[src/rtl/pwr_stopclk_pkg.sv]
package pwr_stopclk_pkg;

   typedef enum logic [2:0] {
      PS_RUN    = 3'd0,
      PS_AHALT  = 3'd1,
      PS_SGRANT = 3'd2,
      PS_SNOOP  = 3'd3,
      PS_SLEEP  = 3'd4
   } pstate_e;

   // wake event bit positions
   localparam int EV_INIT  = 0;
   localparam int EV_BINIT = 1;
   localparam int EV_INTR  = 2;
   localparam int EV_NMI   = 3;
   localparam int EV_SMI   = 4;
   localparam int EV_NUM   = 5;

endpackage

[src/rtl/pwr_stopclk_exit_timer.sv]
module pwr_stopclk_exit_timer #(
   parameter int EXIT_CYCLES = 10
) (
   input  logic clk,
   input  logic rst_n,
   input  logic run_i,
   output logic expire_o
);
   localparam int CW = $clog2(EXIT_CYCLES + 1);
   localparam logic [CW-1:0] LAST = CW'(EXIT_CYCLES - 1);

   logic [CW-1:0] cnt_q;

   initial begin
      if (EXIT_CYCLES < 1) $fatal(1, "EXIT_CYCLES must be at least 1");
   end

   assign expire_o = run_i && (cnt_q == LAST);

   always_ff @(posedge clk or negedge rst_n) begin
      if (!rst_n)                  cnt_q <= '0;
      else if (!run_i || expire_o) cnt_q <= '0;
      else                         cnt_q <= cnt_q + 1'b1;
   end

   AST_CNT_BOUND: assert property (@(posedge clk) disable iff (!rst_n)
      cnt_q <= LAST);
   AST_CNT_RESTART: assert property (@(posedge clk) disable iff (!rst_n)
      !run_i |=> cnt_q == '0);

endmodule

[src/rtl/pwr_stopclk_pend.sv]
module pwr_stopclk_pend #(
   parameter int N = 5
) (
   input  logic         clk,
   input  logic         rst_n,
   input  logic         cap_i,
   input  logic         clr_i,
   input  logic [N-1:0] ev_i,
   output logic [N-1:0] pend_o
);
   initial begin
      if (N < 1) $fatal(1, "N must be at least 1");
   end

   for (genvar i = 0; i < N; i++) begin : g_bit
      logic flag_q;

      always_ff @(posedge clk or negedge rst_n) begin
         if (!rst_n)                 flag_q <= 1'b0;
         else if (cap_i && ev_i[i])  flag_q <= 1'b1;
         else if (clr_i)             flag_q <= 1'b0;
      end

      assign pend_o[i] = flag_q;

      AST_PEND_STICKY: assert property (@(posedge clk) disable iff (!rst_n)
         (flag_q && !clr_i) |=> flag_q);
   end

endmodule

[src/rtl/pwr_stopclk_fsm.sv]
module pwr_stopclk_fsm
   import pwr_stopclk_pkg::*;
(
   input  logic    clk,
   input  logic    rst_n,
   input  logic    stpclk_n,
   input  logic    slp_n,
   input  logic    halt_i,
   input  logic    snp_start_i,
   input  logic    snp_done_i,
   input  logic    wake_any_i,
   input  logic    rst_evt_i,
   input  logic    exit_done_i,
   output pstate_e state_o,
   output logic    exit_run_o,
   output logic    stopgnt_o,
   output logic    halt_cyc_o,
   output logic    reinit_o
);
   pstate_e state_q, nxt_state;
   pstate_e ret_q, nxt_ret;
   logic    stopgnt_q, halt_q, reinit_q;

   always_comb begin
      nxt_state = state_q;
      nxt_ret   = ret_q;
      unique case (state_q)
         PS_RUN: begin
            if (!stpclk_n)   nxt_state = PS_SGRANT;
            else if (halt_i) nxt_state = PS_AHALT;
         end
         PS_AHALT: begin
            if (!stpclk_n)                     nxt_state = PS_SGRANT;
            else if (wake_any_i || rst_evt_i)  nxt_state = PS_RUN;
            else if (snp_start_i) begin
               nxt_state = PS_SNOOP;
               nxt_ret   = PS_AHALT;
            end
         end
         PS_SGRANT: begin
            if (!stpclk_n && !slp_n) nxt_state = PS_SLEEP;
            else if (snp_start_i) begin
               nxt_state = PS_SNOOP;
               nxt_ret   = PS_SGRANT;
            end
            else if (exit_done_i)    nxt_state = PS_RUN;
         end
         PS_SNOOP: begin
            if (snp_done_i) nxt_state = ret_q;
         end
         PS_SLEEP: begin
            if (slp_n) nxt_state = PS_SGRANT;
         end
         default: nxt_state = PS_RUN;
      endcase
   end

   always_ff @(posedge clk or negedge rst_n) begin
      if (!rst_n) begin
         state_q   <= PS_RUN;
         ret_q     <= PS_SGRANT;
         stopgnt_q <= 1'b0;
         halt_q    <= 1'b0;
         reinit_q  <= 1'b0;
      end else begin
         state_q   <= nxt_state;
         ret_q     <= nxt_ret;
         stopgnt_q <= !stpclk_n && (state_q == PS_RUN || state_q == PS_AHALT);
         halt_q    <= stpclk_n && halt_i && (state_q == PS_RUN);
         reinit_q  <= rst_evt_i && (state_q == PS_RUN || state_q == PS_AHALT ||
                                    state_q == PS_SGRANT);
      end
   end

   assign state_o    = state_q;
   assign exit_run_o = (state_q == PS_SGRANT) && stpclk_n;
   assign stopgnt_o  = stopgnt_q;
   assign halt_cyc_o = halt_q;
   assign reinit_o   = reinit_q;

   AST_SLEEP_ENTRY: assert property (@(posedge clk) disable iff (!rst_n)
      (state_q == PS_SLEEP) |-> ($past(state_q) == PS_SGRANT || $past(state_q) == PS_SLEEP));
   AST_SNOOP_RETURN: assert property (@(posedge clk) disable iff (!rst_n)
      (state_q == PS_SNOOP && snp_done_i) |=> (state_q == $past(ret_q)));
   AST_SG_STAYS_ON_RESET: assert property (@(posedge clk) disable iff (!rst_n)
      (state_q == PS_SGRANT && rst_evt_i && !stpclk_n && slp_n && !snp_start_i)
         |=> (state_q == PS_SGRANT && reinit_q));

endmodule

[src/rtl/pwr_stopclk_ctrl.sv]
module pwr_stopclk_ctrl
   import pwr_stopclk_pkg::*;
#(
   parameter int EXIT_CYCLES = 10
) (
   input  logic              clk,
   input  logic              rst_n,
   input  logic              stpclk_n,
   input  logic              slp_n,
   input  logic              halt_i,
   input  logic              snp_start_i,
   input  logic              snp_done_i,
   input  logic [EV_NUM-1:0] wake_ev_i,
   input  logic              rst_ev_i,
   input  logic              pend_ack_i,
   output logic              stopgnt_req_o,
   output logic              halt_cyc_o,
   output logic              core_run_o,
   output logic              snoop_en_o,
   output logic              reinit_o,
   output logic [EV_NUM-1:0] pend_o
);
   localparam int CW = $clog2(EXIT_CYCLES + 1);
   localparam logic [CW-1:0] LAST = CW'(EXIT_CYCLES - 1);

   pstate_e state;
   logic    exit_run, exit_done;

   pwr_stopclk_fsm u_fsm (
      .clk         (clk),
      .rst_n       (rst_n),
      .stpclk_n    (stpclk_n),
      .slp_n       (slp_n),
      .halt_i      (halt_i),
      .snp_start_i (snp_start_i),
      .snp_done_i  (snp_done_i),
      .wake_any_i  (|wake_ev_i),
      .rst_evt_i   (rst_ev_i),
      .exit_done_i (exit_done),
      .state_o     (state),
      .exit_run_o  (exit_run),
      .stopgnt_o   (stopgnt_req_o),
      .halt_cyc_o  (halt_cyc_o),
      .reinit_o    (reinit_o)
   );

   pwr_stopclk_exit_timer #(.EXIT_CYCLES(EXIT_CYCLES)) u_timer (
      .clk      (clk),
      .rst_n    (rst_n),
      .run_i    (exit_run),
      .expire_o (exit_done)
   );

   pwr_stopclk_pend #(.N(EV_NUM)) u_pend (
      .clk    (clk),
      .rst_n  (rst_n),
      .cap_i  (state == PS_SGRANT),
      .clr_i  (pend_ack_i && state == PS_RUN),
      .ev_i   (wake_ev_i),
      .pend_o (pend_o)
   );

   assign core_run_o = (state == PS_RUN);
   assign snoop_en_o = (state == PS_AHALT) || (state == PS_SGRANT) || (state == PS_SNOOP);

   // checker: consecutive released cycles seen in stop-grant
   logic [CW-1:0] rel_q;
   always_ff @(posedge clk or negedge rst_n) begin
      if (!rst_n)                               rel_q <= '0;
      else if (state == PS_SGRANT && stpclk_n)  rel_q <= rel_q + 1'b1;
      else                                      rel_q <= '0;
   end

   AST_EXIT_LATENCY: assert property (@(posedge clk) disable iff (!rst_n)
      (state == PS_SGRANT) ##1 (state == PS_RUN) |-> ($past(rel_q) == LAST));
   AST_STOPGNT_ONE: assert property (@(posedge clk) disable iff (!rst_n)
      stopgnt_req_o |=> !stopgnt_req_o);
   AST_HALT_ONE: assert property (@(posedge clk) disable iff (!rst_n)
      halt_cyc_o |-> (!core_run_o && snoop_en_o));
   AST_RUN_EXCL: assert property (@(posedge clk) disable iff (!rst_n)
      core_run_o |-> !snoop_en_o);
   AST_ACK_GATED: assert property (@(posedge clk) disable iff (!rst_n)
      (!core_run_o && !(state == PS_SGRANT)) |=> (pend_o == $past(pend_o)));

endmodule

[config.mk]
export PLATFORM = sky130hd
export DESIGN_NAME = pwr_stopclk_ctrl
export DESIGN_NICKNAME = d
export VERILOG_FILES = /design/src/rtl/pwr_stopclk_pkg.sv /design/src/rtl/pwr_stopclk_exit_timer.sv /design/src/rtl/pwr_stopclk_pend.sv /design/src/rtl/pwr_stopclk_fsm.sv /design/src/rtl/pwr_stopclk_ctrl.sv
export SDC_FILE = /design/constraint.sdc
export NUM_CORES = 1
export LEC_CHECK = 0
export BUFFER_PORTS_ARGS = -buffer_cell sky130_fd_sc_hd__buf_4
export CORE_UTILIZATION = 35
export DETAILED_ROUTE_END_ITERATION = 6
export MAX_ROUTING_LAYER = met4
export PLACE_DENSITY_LB_ADDON = 0.08
export SLEW_MARGIN = 10
export SYNTH_ARGS = -nofsm -noshare
export SYNTH_HDL_FRONTEND = slang
export SYNTH_SLANG_ARGS = --single-unit
[constraint.sdc]
create_clock -name clk -period 2 [get_ports clk]
set_clock_uncertainty 0.15 [all_clocks]
set_input_delay 0.2 -clock clk [delete_from_list [all_inputs] [get_ports clk]]
set_output_delay 0.2 -clock clk [all_outputs]
set_load 0.05 [all_outputs]
==> results.json, run 1 <==
{
  "crit_path_max_incr_delay_ps": 520,
  "switching_share_pct": 48.5,
  "die_area_sq_mm": 0.00299,
  "startpoint": "stpclk_n",
  "place_congestion": 0.810,
  "worst_setup_path_start_kind": "input pin",
  "ys_ff_latch": 17,
  "drv_slew": 0,
  "ir_drop_v": 0.000804,
  "ys_async_sr_fraction_pct": 100,
  "r2r_end": "u_fsm.state_o[0]$_DFFE_PN0P_",
  "grt_remaining_overflow": 0,
  "start_util_pct": 38.2,
  "crit_slowest_cell": "dlygate4sd3_1",
  "cts_root_buffer": "clkbuf_4",
  "drtIter0Drc": 12,
  "r2r_slack_ps": 280,
  "internal_power_w": 0.000850,
  "cts_resized": 0,
  "num_vias": 816,
  "rows": 18,
  "clk_pin_slew_ps": 100,
  "period_needed_ps": 1860,
  "layout-drive-gt1-share_pct": 29.3,
  "grt.total_usage_pct": 16.6,
  "tns_ps": 0,
  "clkPwrFrac_pct": 10.9,
  "setup_viol": 0,
  "cp_max_fo": 10,
  "first_global_vias": 703,
  "relSlewSlack_pct": 73.1,
  "syn-cell-area_sq_um": 971,
  "p_seq_share_pct": 31.4,
  "drc": 0,
  "path_cells": "dlygate4sd3_1, buf_4, or4b_4, nor4_4, nor3_1, o41ai_2",
  "power_switching_w": 0.000802,
  "tightest_slew_ps": 401,
  "clock-sinks": 17,
  "fp.coreArea_sq_mm": 0.00254,
  "critPathKind": "input pin to flop",
  "synth_edf_count": 0,
  "cts.path.max_buffers": 2,
  "dieHeight_um": 54.7,
  "r2r_start": "u_fsm.state_o[2]$_DFFE_PN0P_",
  "drt-pass1-iter-count": 4,
  "ctsHtreeMaxLevel": 1,
  "grt_max_degree": 18,
  "synthesis.yosys.warnings": 0,
  "grt_setup_unrepaired": "false",
  "syn_to_final_growth_pct": 26.5,
  "crit_required_ps": 2040,
  "clk-insertion-delay-late_ps": 290,
  "dieWidth_um": 54.7,
  "antenna_found_initial": 0,
  "synth_area_per_cell_sq_um": 9.07,
  "p_comb_share_pct": 57.7,
  "min_path_type": "input pin to flop",
  "grt_pass1_wl_um": 3280,
  "synth_seq_area_share_pct": 43.9,
  "fin_util_pct": 48.3,
  "antenna_cells": 0,
  "synth_ff_type": "dfrtp_1",
  "wl_per_cell_um": 12.8,
  "hold_viol_final": 0,
  "synth_cell_types": 35,
  "dp_hpwl_um": 1570,
  "syn_inst": 107,
  "cts_made_buffers": 3,
  "vias_per_cell": 5.01,
  "ff2ff_path_depth": 4,
  "cts_tree": "built",
  "whs_ps": 19.5,
  "timing.final.crit_share_pct": 93.0,
  "maxCapViolations": 0,
  "port_buffers": 23,
  "layout.nets": 150,
  "clock.fmax_mhz": 537,
  "finalWirelength_um": 2080,
  "ioPinCount": 24,
  "ant_nets": 0,
  "leakage_nw": 0.585,
  "arrival_ps": 1900,
  "powerDensity_mw_per_mm2": 1340,
  "cp-end-kind": "flop",
  "syn-num-nets": 123,
  "crit_path_end": "u_fsm.state_o[0]$_DFFE_PN0P_",
  "status": "finished clean"
}
==> worst min path at each step <==
stage / end / startpoint / cells after the start
CTS: u_pend.g_bit[1].flag_q$_DFFE_PN0P_ / wake_ev_i[1] / 3
finish: u_fsm.halt_cyc_o$_DFF_PN0_ / halt_i / 2
global route: u_fsm.reinit_o$_DFF_PN0_ / rst_ev_i / 2
floorplan: u_fsm.halt_cyc_o$_DFF_PN0_ / rst_n / 0
detailed placement: u_fsm.halt_cyc_o$_DFF_PN0_ / rst_n / 1
global placement: u_fsm.halt_cyc_o$_DFF_PN0_ / rst_n / 1
==> power by group through the flow <==
stage | sequential, W | combinational [W] | clock [W]
after floorplan | 0.000540 | 0.000705 | 0
after global routing | 0.000531 | 0.00104 | 0.000211
final | 0.000518 | 0.000954 | 0.000180
after detailed placement | 0.000523 | 0.000953 | 0
after CTS | 0.000516 | 0.000961 | 0.000191
after global placement | 0.000524 | 0.000949 | 0
==> metrics by stage <==
stage,cells,setup WS [ps],area [sq um],total power (W)
after CTS,162,55.8,1220,0.00167
final,163,139,1230,0.00165
after detailed placement,155,127,1160,0.00148
after global placement,155,194,1160,0.00147
after floorplan,107,198,976,0.00125
after global routing,163,17.3,1230,0.00178
==> cell usage after synthesis, types with 2 or more instances <==
master	n	area share (%)
a21oi_1	11	5.7
a31oi_1	3	1.9
buf_2	2	1.0
buf_4	5	3.9
clkbuf_1	2	0.77
dfrtp_1	16	41
ha_1	2	2.6
inv_1	5	1.9
nand2_1	4	1.5
nand3_1	3	1.5
nor2_1	18	7.0
nor2b_1	2	1.3
nor3_1	9	4.6
nor4_1	2	1.3
o21bai_1	2	1.5
o31ai_1	2	1.5
==> logic make-up after synthesis <==
logic type	count (synthesis)	share of synthesized area, %
adders and majority gates	2	2.58
AOI/OAI and AO/OA	22	14.9
buffers and inverters	16	9.15
xor gates and xnor gates	2	1.80
muxes	1	1.03
and+or+nand+nor	47	26.5
DFF	17	43.9
==> sequential cells by signal, indices dropped and copies added, names as in the netlist <==
name,cells
u_pend.g_bit.flag_q,5
u_fsm.stopgnt_o,1
u_fsm.ret_q,2
u_timer.cnt_q,4
u_fsm.reinit_o,1
u_fsm.state_o,3
u_fsm.halt_cyc_o,1
==> worst max-delay path: cells and delay by family <==
| family | cells | cell delay [ps] |
|---|---|---|
| compound gates | 1 | 210 |
| simple gates | 3 | 810 |
| buf+inv | 2 | 680 |
==> what timing repair did <==
action,CTS,global route
endpoints found under the setup margin,0,1
hold endpoints to repair,19,1
setup buffers,0,0
hold buffers,3,1
==> cell usage in the layout, fill, tap and decap left out, drive strengths merged, types with 2 or more instances in the layout <==
cell,Yosys,routed
nor2,18,18
buf,9,29
a31oi,3,3
clkbuf,2,3
dlygate4sd3,0,4
nor3,9,9
dfrtp,16,16
inv,5,5
a21oi,11,11
o21bai,2,2
o31ai,2,2
nor4,3,3
ha,2,2
nand2,4,4
nor2b,2,2
nand3,3,3
==> cell type report <==
| type | count | area (sq um) |
|---|---|---|
| fill | 242 | 1320 |
| multi-input combinational | 74 | 460 |
| sequential | 17 | 427 |
| timing repair buffer | 33 | 258 |
| tap | 30 | 37.5 |
| clock buffer | 3 | 22.5 |
| inverter | 5 | 18.8 |
| clock inverter | 1 | 5.00 |
==> layer usage <==
layer | routed length, um | part of all wire [%] | track usage (%)
met4 | 15 | 0.72 | 3.85
met2 | 929 | 45 | 22.9
met5 | 0 | 0 | -
met1 | 1050 | 50 | 23.0
met3 | 88 | 4.2 | 5.83
No activity file was read; power rests on OpenSTA's default activity.
==> inputs of run 2 (changes only) <==
- CORE_UTILIZATION: 35 -> 51
==> run 2 against run 1 <==
Compared with the run above:
- clock power barely moved
- clock-buffer cell count up 1
- cell count is 3.7% lower
- total power shrank 0.28%
- utilization grew 20 points
- setup slack lost 33 ps
- die area fell by 30%
- non-clock buffer count decreased by 1
- highest routed layer unchanged
==> results.json, run 2 (synthesis gave the netlist of run 1 again) <==
{
  "grt_setup_unrepaired": "false",
  "hold_viol_final": 0,
  "total_power_w": 0.00165,
  "r2r_end": "u_fsm.state_o[0]$_DFFE_PN0P_",
  "powerDensity_mw_per_mm2": 1360,
  "cp_max_fo": 10,
  "cts.path.max_buffers": 2,
  "grt_pass1_wl_um": 3500,
  "antenna_cells": 0,
  "status": "finished clean",
  "clk_pin_slew_ps": 90,
  "dieHeight_um": 45.6,
  "timing.final.crit_share_pct": 94.7,
  "first_global_vias": 789,
  "cts_made_buffers": 3,
  "ant_nets": 0,
  "largest_reg_flops": 5,
  "cts_root_buffer": "clkbuf_4",
  "port_buffers": 23,
  "tightest_slew_ps": 446,
  "top_register": "u_pend.g_bit.flag_q",
  "ioPinCount": 24,
  "period_needed_ps": 1890,
  "place_area_sq_mm": 0.00115,
  "arrival_ps": 1930,
  "ff2ff_path_depth": 4,
  "start_util_pct": 55.0,
  "cp_top_family": "simple AND/OR/NAND/NOR gates",
  "drc": 0,
  "clk-insertion-delay-late_ps": 280,
  "syn_to_final_growth_pct": 24.7,
  "fin_area_sq_mm": 0.00121,
  "place_congestion": 0.841,
  "final_common_cell": "buf_4",
  "vias_per_cell": 5.48,
  "worst_setup_path_start_kind": "input pin",
  "rows": 15,
  "tns_ps": 0,
  "whs_ps": 24.5,
  "regArea_sq_um": 427,
  "critPathBufInv": 2,
  "layout-drive-gt1-share_pct": 28.8,
  "final_cell_mix": "buf_4 (29), nor2_1 (18), dfrtp_1 (16)",
  "setup_viol": 0,
  "clock-sinks": 17,
  "layout.nets": 149,
  "relSlewSlack_pct": 70.1,
  "dp_hpwl_um": 1570,
  "drtIter0Drc": 13,
  "fp.coreArea_sq_mm": 0.00176,
  "critPathKind": "input pin to flop",
  "finalWirelength_um": 2070,
  "r2r_slack_ps": 260,
  "die_area_sq_mm": 0.00208,
  "cts_tree": "built",
  "antenna_found_initial": 0,
  "grt_remaining_overflow": 0,
  "fillers": 151,
  "maxCapViolations": 0,
  "path_cells": "dlygate4sd3_1, buf_4, or4b_4, nor4_4, nor3_1, o41ai_2",
  "ir_drop_v": 0.000894,
  "cp-end-kind": "flop",
  "min_path_cells": 3,
  "grt.total_usage_pct": 24.6,
  "crit_required_ps": 2040,
  "drt-pass1-iter-count": 4,
  "wl_per_cell_um": 13.2,
  "ctsHtreeMaxLevel": 1,
  "grt_max_degree": 18,
  "drv_slew": 0,
  "clock.fmax_mhz": 528,
  "crit_slowest_cell": "dlygate4sd3_1",
  "crit_path_max_incr_delay_ps": 530,
  "num_vias": 860,
  "hold_path_end": "u_pend.g_bit[1].flag_q$_DFFE_PN0P_",
  "min_from": "wake_ev_i[1]",
  "leakage_nw": 0.578,
  "r2r_start": "u_fsm.state_o[2]$_DFFE_PN0P_",
  "multiInputGateArea_sq_um": 460,
  "min_path_type": "input pin to flop",
  "dieWidth_um": 45.6
}
-- run 2: metrics by stage --
stage,utilization (%),setup slack (ps),std cells
5_1_grt,68.7,26.9,157
4_1_cts,68.7,41.8,157
3_3_place_gp,65.5,195,150
6_report,68.7,106,157
2_1_floorplan,-,198,107
3_5_place_dp,65.5,144,150
-- run 2: repair_timing --
action                                 CTS  global route
setup endpoints to repair                0             1
gates resized for setup                  0             0
endpoints found under the hold margin   19             0
hold buffers                             3             0
setup buffers                            0             0
-- run 2: metal layers --
layer  global-route usage, %  wire, um  part of all wire [%]
met1                    30.7       908                    44
met2                    40.3      1050                    50
met3                    3.57        93                   4.5
met4                    9.09        25                   1.2
met5                       -         0                     0
-- run 2: tightest hold or removal path, cell delays in order --
cell and delay, ps:
buf_4 80, a21oi_1 50, nor2_1 90
-- run 2: layout make-up --
cell class	count	area share [%]
Inverter	5	1.55
Timing Repair Buffer	32	20.5
Multi-Input combinational cell	74	38.0
Clock buffer	4	2.17
Tap cell	25	2.58
Sequential cell	17	35.2
-- run 2: report_power, final --
group	leakage, nW	internal [W]	total (W)	switching, W
Combinational	0.342	0.000342	0.000943	0.000602
Sequential	0.221	0.000433	0.000524	0.0000905
Clock	0.0150	0.0000775	0.000181	0.000103
Total	0.578	0.000852	0.00165	0.000796
-- run 2: worst max path at each step --
stage / slack [ps] / cells past startpoint / to / startpoint
final: 110 / 6 / u_fsm.state_o[0]$_DFFE_PN0P_ / stpclk_n
after global routing: 30 / 6 / u_fsm.state_o[0]$_DFFE_PN0P_ / stpclk_n
after CTS: 40 / 6 / u_fsm.state_o[0]$_DFFE_PN0P_ / stpclk_n
after detailed placement: 140 / 5 / u_fsm.state_o[0]$_DFFE_PN0P_ / wake_ev_i[1]
after global placement: 200 / 5 / u_fsm.state_o[0]$_DFFE_PN0P_ / wake_ev_i[1]
after floorplan: 200 / 5 / u_fsm.state_o[0]$_DFFE_PN0P_ / u_fsm.state_o[2]$_DFFE_PN0P_
==> inputs of run 3 (changes only) <==
--- a/config.mk
+++ b/config.mk
@@ -11,4 +11,5 @@
 export MAX_ROUTING_LAYER = met4
 export PLACE_DENSITY_LB_ADDON = 0.08
+export SKIP_LAST_GASP = 1
 export SLEW_MARGIN = 10
 export SYNTH_ARGS = -nofsm -noshare
==> constraint.sdc (replaced) <==
create_clock -name clk -period 2 [get_ports clk]
set_clock_uncertainty 0.15 [all_clocks]
set_input_delay 0.2 -clock clk [delete_from_list [all_inputs] [get_ports clk]]
set_output_delay 0.2 -clock clk [all_outputs]
set_load 0.02 [all_outputs]
==> run 3 against run 2 <==
Compared with the run above:
- via count decreased by 0.58%
- critical path depth unchanged
- sequential power rose by 2%
- critical path type unchanged
- critical endpoint unchanged
- highest routed layer unchanged
==> results.json, run 3 (synthesis gave the netlist of run 1 again) <==
{
  "cp_max_fo": 10,
  "clk_pin_slew_ps": 100,
  "top_register": "u_pend.g_bit.flag_q",
  "tns_ps": 0,
  "tightest_slew_ps": 455,
  "rows": 15,
  "dieWidth_um": 45.6,
  "crit_path_max_incr_delay_ps": 530,
  "crit_required_ps": 2060,
  "powerDensity_mw_per_mm2": 1200,
  "ioPinCount": 24,
  "startpoint": "stpclk_n",
  "place_congestion": 0.818,
  "r2r_start": "u_fsm.state_o[2]$_DFFE_PN0P_",
  "num_vias": 855,
  "clk-insertion-delay-late_ps": 300,
  "layout.nets": 148,
  "drc": 0,
  "ctsHtreeMaxLevel": 1,
  "dp_hpwl_um": 1530,
  "crit_path_end": "u_fsm.state_o[0]$_DFFE_PN0P_",
  "vias_per_cell": 5.48,
  "fin_area_sq_mm": 0.00120,
  "first_global_vias": 754,
  "setup_slack_ps": 68.1,
  "relSlewSlack_pct": 69.4,
  "drt-pass1-iter-count": 4,
  "r2r_end": "u_fsm.state_o[0]$_DFFE_PN0P_",
  "cts_made_buffers": 3,
  "port_buffers": 23,
  "cp-end-kind": "flop",
  "pre_cts_ws_ps": 143,
  "arrival_ps": 1990,
  "r2r_slack_ps": 220,
  "drtIter0Drc": 14,
  "grt_max_degree": 18,
  "drv_slew": 0,
  "final_common_cell": "buf_4",
  "final_cell_mix": "buf_4 (28), nor2_1 (18), dfrtp_1 (16)",
  "crit_slowest_cell": "dlygate4sd3_1",
  "die_area_sq_mm": 0.00208,
  "largest_reg_flops": 5,
  "critPathKind": "input pin to flop",
  "path_cells": "dlygate4sd3_1, buf_4, or4b_4, nor4_4, nor3_1, o41ai_2",
  "grt_setup_unrepaired": "false",
  "status": "finished clean",
  "antenna_found_initial": 0,
  "timing.final.crit_share_pct": 96.6,
  "clock.fmax_mhz": 518,
  "grt.total_usage_pct": 23.9,
  "maxCapViolations": 0,
  "dieHeight_um": 45.6,
  "cts.path.max_buffers": 2,
  "finalWirelength_um": 2080,
  "ff2ff_path_depth": 4,
  "cts_tree": "built",
  "fp.coreArea_sq_mm": 0.00176,
  "start_util_pct": 55.0,
  "period_needed_ps": 1930,
  "cts_root_buffer": "clkbuf_4",
  "place_area_sq_mm": 0.00114,
  "wl_per_cell_um": 13.3,
  "syn_to_final_growth_pct": 23.5,
  "grt_pass1_wl_um": 3410,
  "layout-drive-gt1-share_pct": 27.5,
  "worst_setup_path_start_kind": "input pin",
  "grt_remaining_overflow": 0,
  "setup_viol": 0,
  "leakage_nw": 0.572,
  "ir_drop_v": 0.000688,
  "antenna_cells": 0,
  "min_path_type": "input pin to flop",
  "hold_viol_final": 0,
  "ant_nets": 0,
  "clock-sinks": 17
}
-- run 3: changes by cell type in the layout (fill, tap and decap cells not counted), sizes merged --
cell,change
buf,-1
-- run 3: per-stage QoR --
step	hold WS, ps	cells	total power, W	utilization, %
floorplan	-246	107	0.00104	-
global placement	-75.4	149	0.00123	64.8
detailed placement	-71.8	149	0.00124	64.8
CTS	0.598	156	0.00144	67.9
global route	22.2	156	0.00155	67.9
finish	0.610	156	0.00144	67.9
-- run 3: how the worst min path moves through the flow --
stage	depth (start not counted)	start	end
after floorplan	0	rst_n	u_fsm.halt_cyc_o$_DFF_PN0_
after global placement	1	rst_n	u_fsm.reinit_o$_DFF_PN0_
after detailed placement	1	rst_n	u_fsm.reinit_o$_DFF_PN0_
after CTS	3	wake_ev_i[1]	u_pend.g_bit[1].flag_q$_DFFE_PN0P_
after global routing	3	wake_ev_i[3]	u_pend.g_bit[3].flag_q$_DFFE_PN0P_
final	3	wake_ev_i[3]	u_pend.g_bit[3].flag_q$_DFFE_PN0P_
-- run 3: what timing repair did --
action / in CTS / in global routing
gates resized for setup: 0 / 0
hold endpoints to repair: 19 / 0
hold buffers: 3 / 0
setup buffers: 0 / 0
-- run 3: cell type report --
type                       count  area [sq um]
sequential                    17           427
timing repair buffer          31           240
fill                         156           566
inverter                       5          18.8
clock buffer                   4          26.3
multi-input combinational     74           455
tap                           25          31.3
-- run 3: layer usage --
layer  wire length [um]  global-route usage [%]  vias up
met3                 76                    2.38        5
li1                   -                       -      418
met2               1010                    36.0       21
met5                  0                       -        -
met1                939                    32.4      411
met4                 44                    10.9        0
-- run 3: where the power goes --
part	internal, W	switching (W)	total [W]
combinational	0.000322	0.000387	0.000709
clock	0.0000779	0.000112	0.000190
sequential	0.000433	0.000104	0.000537
total	0.000832	0.000604	0.00144
-- run 3: worst max-delay path, delay by kind of cell --
| family | cells | cell delay, ps |
|---|---|---|
| AND/OR/NAND/NOR | 3 | 890 |
| AO/OA/AOI/OAI | 1 | 200 |
| buffers and inverters | 2 | 690 |
